<file path="config.mk">
export PLATFORM = sky130hd
export DESIGN_NAME = padcfg_chain_drv
export DESIGN_NICKNAME = d
export VERILOG_FILES = /design/src/rtl/padcfg_pkg.sv /design/src/rtl/padcfg_store.sv /design/src/rtl/padcfg_divider.sv /design/src/rtl/padcfg_sequencer.sv /design/src/rtl/padcfg_chain_drv.sv
export SDC_FILE = /design/constraint.sdc
export NUM_CORES = 1
export LEC_CHECK = 0
export ABC_AREA = 1
export BUFFER_PORTS_ARGS = -buffer_cell sky130_fd_sc_hd__buf_2
export CORE_ASPECT_RATIO = 0.9
export CORE_MARGIN = 3
export CORE_UTILIZATION = 40
export DETAILED_ROUTE_END_ITERATION = 10
export GPL_TIMING_DRIVEN = 0
export SLEW_MARGIN = 20
export SYNTH_ARGS = -nofsm -noshare
export SYNTH_HDL_FRONTEND = slang
export SYNTH_SLANG_ARGS = --single-unit
</file>
<file path="constraint.sdc">
create_clock -name clk -period 4.53 [get_ports clk]
set_input_delay 0.453 -clock clk [delete_from_list [all_inputs] [get_ports clk]]
set_output_delay 0.453 -clock clk [all_outputs]
set_load 0.02 [all_outputs]
</file>
<file path="src/rtl/padcfg_pkg.sv">
package padcfg_pkg;

    localparam int CFG_BITS = 13;
    localparam int BIT_W    = $clog2(CFG_BITS);

    // Field order is what the cells decode, bit 12 down to bit 0.
    typedef struct packed {
        logic [2:0] drive_mode;  // 12:10
        logic       trip_sel;    // 9
        logic       slew_slow;   // 8
        logic       ana_pol;     // 7
        logic       ana_sel;     // 6
        logic       ana_en;      // 5
        logic       ibuf_mode;   // 4
        logic       in_off;      // 3
        logic       hold;        // 2
        logic       out_en_n;    // 1
        logic       mgmt_own;    // 0
    } pad_cfg_t;

    typedef enum logic [2:0] {
        ST_INIT,
        ST_IDLE,
        ST_LOW,
        ST_HIGH,
        ST_LOAD,
        ST_RELEASE
    } seq_state_t;

    typedef struct packed {
        logic sclk;
        logic sdata;
        logic rst_n;
    } chain_pins_t;

    function automatic pad_cfg_t cfg_default();
        pad_cfg_t w;
        w            = '0;
        w.mgmt_own   = 1'b1;
        w.out_en_n   = 1'b1;
        w.drive_mode = 3'b001;
        return w;
    endfunction

endpackage

</file>
<file path="src/rtl/padcfg_store.sv">
module padcfg_store
    import padcfg_pkg::*;
#(
    parameter int NUM_CELLS = 4,
    parameter int ADDR_W    = 2
) (
    input  logic              clk,
    input  logic              rst,
    input  logic              we,
    input  logic [ADDR_W-1:0] waddr,
    input  pad_cfg_t          wdata,
    input  logic              lock,
    input  logic [ADDR_W-1:0] rd_idx,
    output pad_cfg_t          rd_word
);

    pad_cfg_t words [NUM_CELLS];

    generate
        for (genvar g = 0; g < NUM_CELLS; g++) begin : g_word
            always_ff @(posedge clk) begin
                if (rst) begin
                    words[g] <= cfg_default();
                end else if (we && !lock && (waddr == ADDR_W'(g))) begin
                    words[g] <= wdata;
                end
            end
        end
    endgenerate

    always_comb begin
        if (32'(rd_idx) < NUM_CELLS) begin
            rd_word = words[rd_idx];
        end else begin
            rd_word = cfg_default();
        end
    end

endmodule

</file>
<file path="src/rtl/padcfg_divider.sv">
module padcfg_divider #(
    parameter int DIV_W = 8
) (
    input  logic             clk,
    input  logic             rst,
    input  logic             run,
    input  logic [DIV_W-1:0] half_div,
    output logic             tick
);

    logic [DIV_W-1:0] cnt;

    assign tick = run && (cnt == half_div);

    always_ff @(posedge clk) begin
        if (rst || !run || tick) begin
            cnt <= '0;
        end else begin
            cnt <= cnt + 1'b1;
        end
    end

endmodule

</file>
<file path="src/rtl/padcfg_sequencer.sv">
module padcfg_sequencer
    import padcfg_pkg::*;
#(
    parameter int NUM_CELLS   = 4,
    parameter int ADDR_W      = 2,
    parameter int INIT_HALVES = 4
) (
    input  logic              clk,
    input  logic              rst,
    input  logic              start,
    input  logic              tick,
    input  pad_cfg_t          word,
    output logic [ADDR_W-1:0] rd_idx,
    output logic              run,
    output chain_pins_t       pins,
    output logic              busy,
    output logic              done
);

    localparam int HALF_W = $clog2(INIT_HALVES) + 1;
    localparam logic [BIT_W-1:0]  TOP_BIT  = BIT_W'(CFG_BITS - 1);
    localparam logic [ADDR_W-1:0] TOP_CELL = ADDR_W'(NUM_CELLS - 1);

    seq_state_t         state;
    logic [BIT_W-1:0]   bit_idx, nxt_bit;
    logic [ADDR_W-1:0]  cell_idx, nxt_cell;
    logic [HALF_W-1:0]  half_cnt;
    logic [CFG_BITS-1:0] wbits;
    logic               last_bit;

    assign wbits    = word;
    assign last_bit = (bit_idx == '0) && (cell_idx == '0);
    assign run      = (state != ST_IDLE);
    assign busy     = (state != ST_IDLE);
    assign rd_idx   = nxt_cell;

    // Index of the next bit to drive: farthest cell first, MSB first.
    always_comb begin
        if (state == ST_IDLE) begin
            nxt_bit  = TOP_BIT;
            nxt_cell = TOP_CELL;
        end else if (bit_idx == '0) begin
            nxt_bit  = TOP_BIT;
            nxt_cell = cell_idx - 1'b1;
        end else begin
            nxt_bit  = bit_idx - 1'b1;
            nxt_cell = cell_idx;
        end
    end

    always_ff @(posedge clk) begin
        if (rst) begin
            state      <= ST_INIT;
            pins.sclk  <= 1'b0;
            pins.sdata <= 1'b0;
            pins.rst_n <= 1'b0;
            half_cnt   <= '0;
            bit_idx    <= TOP_BIT;
            cell_idx   <= TOP_CELL;
            done       <= 1'b0;
        end else begin
            done <= 1'b0;
            unique case (state)
                ST_INIT: begin
                    if (tick) begin
                        if (half_cnt == HALF_W'(INIT_HALVES - 1)) begin
                            pins.rst_n <= 1'b1;
                            state      <= ST_IDLE;
                        end else begin
                            half_cnt <= half_cnt + 1'b1;
                        end
                    end
                end
                ST_IDLE: begin
                    if (start) begin
                        bit_idx    <= nxt_bit;
                        cell_idx   <= nxt_cell;
                        pins.sdata <= wbits[nxt_bit];
                        state      <= ST_LOW;
                    end
                end
                ST_LOW: begin
                    if (tick) begin
                        pins.sclk <= 1'b1;
                        state     <= ST_HIGH;
                    end
                end
                ST_HIGH: begin
                    if (tick) begin
                        if (last_bit) begin
                            pins.rst_n <= 1'b0;
                            state      <= ST_LOAD;
                        end else begin
                            pins.sclk  <= 1'b0;
                            bit_idx    <= nxt_bit;
                            cell_idx   <= nxt_cell;
                            pins.sdata <= wbits[nxt_bit];
                            state      <= ST_LOW;
                        end
                    end
                end
                ST_LOAD: begin
                    if (tick) begin
                        pins.rst_n <= 1'b1;
                        state      <= ST_RELEASE;
                    end
                end
                ST_RELEASE: begin
                    if (tick) begin
                        pins.sclk <= 1'b0;
                        bit_idx   <= TOP_BIT;
                        cell_idx  <= TOP_CELL;
                        done      <= 1'b1;
                        state     <= ST_IDLE;
                    end
                end
                default: state <= ST_IDLE;
            endcase
        end
    end

endmodule

</file>
<file path="src/rtl/padcfg_chain_drv.sv">
module padcfg_chain_drv
    import padcfg_pkg::*;
#(
    parameter int NUM_CELLS   = 4,
    parameter int DIV_W       = 8,
    parameter int INIT_HALVES = 4,
    parameter int ADDR_W      = (NUM_CELLS > 1) ? $clog2(NUM_CELLS) : 1
) (
    input  logic                clk,
    input  logic                rst,
    input  logic                cfg_we,
    input  logic [ADDR_W-1:0]   cfg_addr,
    input  logic [CFG_BITS-1:0] cfg_wdata,
    input  logic [DIV_W-1:0]    half_div,
    input  logic                start,
    output logic                chain_sclk,
    output logic                chain_sdata,
    output logic                chain_rst_n,
    output logic                busy,
    output logic                done
);

    pad_cfg_t          rd_word;
    logic [ADDR_W-1:0] rd_idx;
    logic              run;
    logic              tick;
    logic              seq_busy;
    chain_pins_t       pins;

    padcfg_store #(
        .NUM_CELLS (NUM_CELLS),
        .ADDR_W    (ADDR_W)
    ) u_store (
        .clk     (clk),
        .rst     (rst),
        .we      (cfg_we),
        .waddr   (cfg_addr),
        .wdata   (pad_cfg_t'(cfg_wdata)),
        .lock    (seq_busy | start),
        .rd_idx  (rd_idx),
        .rd_word (rd_word)
    );

    padcfg_divider #(
        .DIV_W (DIV_W)
    ) u_div (
        .clk      (clk),
        .rst      (rst),
        .run      (run),
        .half_div (half_div),
        .tick     (tick)
    );

    padcfg_sequencer #(
        .NUM_CELLS   (NUM_CELLS),
        .ADDR_W      (ADDR_W),
        .INIT_HALVES (INIT_HALVES)
    ) u_seq (
        .clk    (clk),
        .rst    (rst),
        .start  (start),
        .tick   (tick),
        .word   (rd_word),
        .rd_idx (rd_idx),
        .run    (run),
        .pins   (pins),
        .busy   (seq_busy),
        .done   (done)
    );

    assign chain_sclk  = pins.sclk;
    assign chain_sdata = pins.sdata;
    assign chain_rst_n = pins.rst_n;
    assign busy        = seq_busy;

endmodule

</file>
==> qor.txt <==
Status -> finished clean
Initial antenna violation count -> 0
Total grt overflow -> 0
Vias in the first global route -> 3108
Post-synth top area share -> 38.5%
Die Span Y -> 102 um
Synth area leader -> edfxtp_1
PortBufs -> 31
Worst Reg2Reg Path Length in Cells -> 9
CP bufs+invs -> 2
Most common cell in the netlist -> nand2_1
Setup TNS -> 0 ns
Peak supply drop -> 0.000317 V
Cts hold-fix bufs -> 0
Cell-by-cell trace of the critical path -> inv_2 > nor2_2 > nand2_2 > buf_6 > nor2_4 > nand2_1 > nor2_1 > nand2_1 > nand2_1
Drt drc -> 0
Post-synth top cells -> nand2_1, nor2_1, inv_1
Vias per cell -> 4.95
Die ar. -> 11400 um^2
Power per cell area -> 588 nW/um^2
Sequential element share of the synthesized area -> 50.3%
# IOs -> 32
Num Clock Sinks -> 76
DPL Wire Length -> 6680 um
Wirelength, routed -> 9520 um
Post-synth EDFFs -> 52
Lkg Pwr -> 2.10 nW
FF-to-FF Start -> u_seq.state[0]
Final setup fails -> 0
Worst path arrival time -> 2.30 ns
Crit Path Category -> flop to flop
Measured slew at the worst slew-check pin -> 0.767 ns
Starting Density -> 41.5%
Top Layer Used -> met4
Initial DRC count -> 127
Rows -> 34
Post-cts resize count -> 0
Max-cap viol count -> 0
Critical path fanouts, max -> 13
Post-Synthesis Cells -> 497
Clock buffer count from CTS -> 9
First drt pass iteration count -> 4
Total power -> 2.74 mW
Worst EP required -> 4.49 ns
Final Hold Violating Endpoints -> 0
Core area -> 9780 um^2
Maximum root-to-sink buffer count -> 2
Largest stage delay, worst path -> 0.58 ns
Worst r2r dst -> u_store.words[2][0]
Pins Over Slew Limit -> 0
Worst Skew -> 0.00790 ns
R2R Setup Slk -> 2.19 ns
Worst Hold Class -> input port to flop
CTS tree -> done
CTS root buf -> clkbuf_16
Worst path depth -> 9
Later-pin clock latency in the skew report -> 0.33 ns
Fmax -> 428 MHz
H-tree Lvls -> 3
Leading register cell type out of synthesis -> edfxtp_1
Routed WL per cell -> 14.2 um
Wire length on met1 -> 4420 um
Layout cells sized above 1 -> 17.9%
Layout Nets -> 571
Avg Inst Size Synth -> 8.16 um^2
Mapped Area -> 4060 um^2
Ant. Diodes -> 0
Slowest CP cell -> nand2_1
CP startpoint -> u_seq.state[0]
Share of the clock period used by the worst path -> 51.6%
Yosys Warn Count -> 0
Synthesized Nets -> 529
Antenna-violating nets left -> 0
Worst-path clk slew -> 0.06 ns
Most used cell, CP -> nand2_1
Top cells by area, synth -> edfxtp_1, dfxtp_1, nand2_1
Library cells used by synthesis -> 33
Crit start category -> flop
WL met2 -> 4370 um
Met3 WL -> 600 um
Total number of vias -> 3309
Synth Register Bits -> 76
First-pass GRT wire length -> 15400 um
Largest net degree at the start of global routing -> 14
All-Layer GR Usage -> 17.4%
RSZ-0062 raised after global routing -> false
Max-slew headroom -> 48.7%
Fin crit period -> 2.34 ns
CP endpoint kind -> flop
Asr flop ratio synth -> 0%
Post-CTS Repair Setup Buffers -> 0
Top delay family on crit path -> simple AND/OR/NAND/NOR gates
Die width -> 112 um
GP Congestion -> 0.871
CP Capture Point -> u_store.words[2][0]
Area growth from synthesis to layout -> 14.8%
==> report_power, final <==
part           total (mW)  leakage, nW  internal (mW)  switching [mW]
Combinational        1.17         1.27          0.404           0.769
Sequential          0.863        0.690          0.813          0.0503
Clock               0.702        0.134          0.423           0.280
==> routing by layer <==
| layer | vias to the layer above | global-route usage (%) |
|---|---|---|
| met3 | 11 | 4.66 |
| met4 | 0 | 4.34 |
| met2 | 91 | 27.1 |
| li1 | 1674 | - |
| met5 | - | 0 |
| met1 | 1533 | 24.3 |
==> area by class of cell <==
class,instances,area (um^2)
Buffer,15,97.6
Clock buffer,9,225
Clock inverter,6,63.8
Fill cell,986,5120
Inverter,81,304
Multi-Input combinational cell,325,1610
Sequential cell,76,2040
Tap cell,126,158
Timing Repair Buffer,31,155
==> worst min-delay path by stage <==
stage               depth (start not counted)                  end          from  slack (ns)
floorplan                                   1         u_div.cnt[0]  u_div.cnt[0]        0.42
global placement                            1         u_div.cnt[0]  u_div.cnt[0]        0.43
detailed placement                          1         u_div.cnt[0]  u_div.cnt[0]        0.44
CTS                                         3  u_store.words[1][0]  cfg_wdata[0]        0.42
global route                                3  u_store.words[3][1]  cfg_wdata[1]        0.43
finish                                      3  u_store.words[1][0]  cfg_wdata[0]        0.43
==> cells in the final DEF, fill, tap and decap left out, drive strengths merged <==
cell type / count
o21ai: 12
a211oi: 1
dfxtp: 24
inv: 82
clkinv: 1
nor3: 8
clkbuf: 12
or2: 7
nor3b: 1
edfxtp: 52
nand3b: 1
o211ai: 3
xnor2: 3
xor2: 6
buf: 43
nor4: 1
a21oi: 17
bufinv: 1
nand2: 117
ha: 5
nor2: 85
nand3: 42
clkinvlp: 3
nand4: 16
==> logic make-up after synthesis <==
| kind of cell | synth area share (%) |
|---|---|
| buffers and inverters | 9.90 |
| AO/OA/AOI/OAI | 4.69 |
| flip-flops | 50.3 |
| AND/OR/NAND/NOR | 31.6 |
| XOR/XNOR | 1.94 |
| adder cells (fa/ha/maj) | 1.54 |
==> sequential cells by signal, summed over array words and instances (netlist names) <==
name,count
u_store.words,52
u_seq.cell_idx,2
u_seq.bit_idx,4
u_div.cnt,8
u_seq.half_cnt,3
u_seq.done,1
u_seq.pins,3
u_seq.state,3
==> through the flow <==
stage / instance area, um^2 / setup slack (ns) / hold slack (ns) / utilization [%] / std cells
final: 4660 / 2.19 / 0.426 / 47.6 / 669
after global placement: 4370 / 2.29 / 0.430 / 44.7 / 654
after detailed placement: 4370 / 2.22 / 0.441 / 44.7 / 654
after CTS: 4660 / 2.21 / 0.424 / 47.6 / 669
after floorplan: 4060 / 2.66 / 0.417 / - / 497
after global routing: 4660 / 2.01 / 0.434 / 47.6 / 669
==> worst min-delay path, cell delays in order <==
cell and delay [ns]:
buf_2 0.07, inv_1 0.06, nand2_1 0.06
No activity file was read; power rests on OpenSTA's default activity.
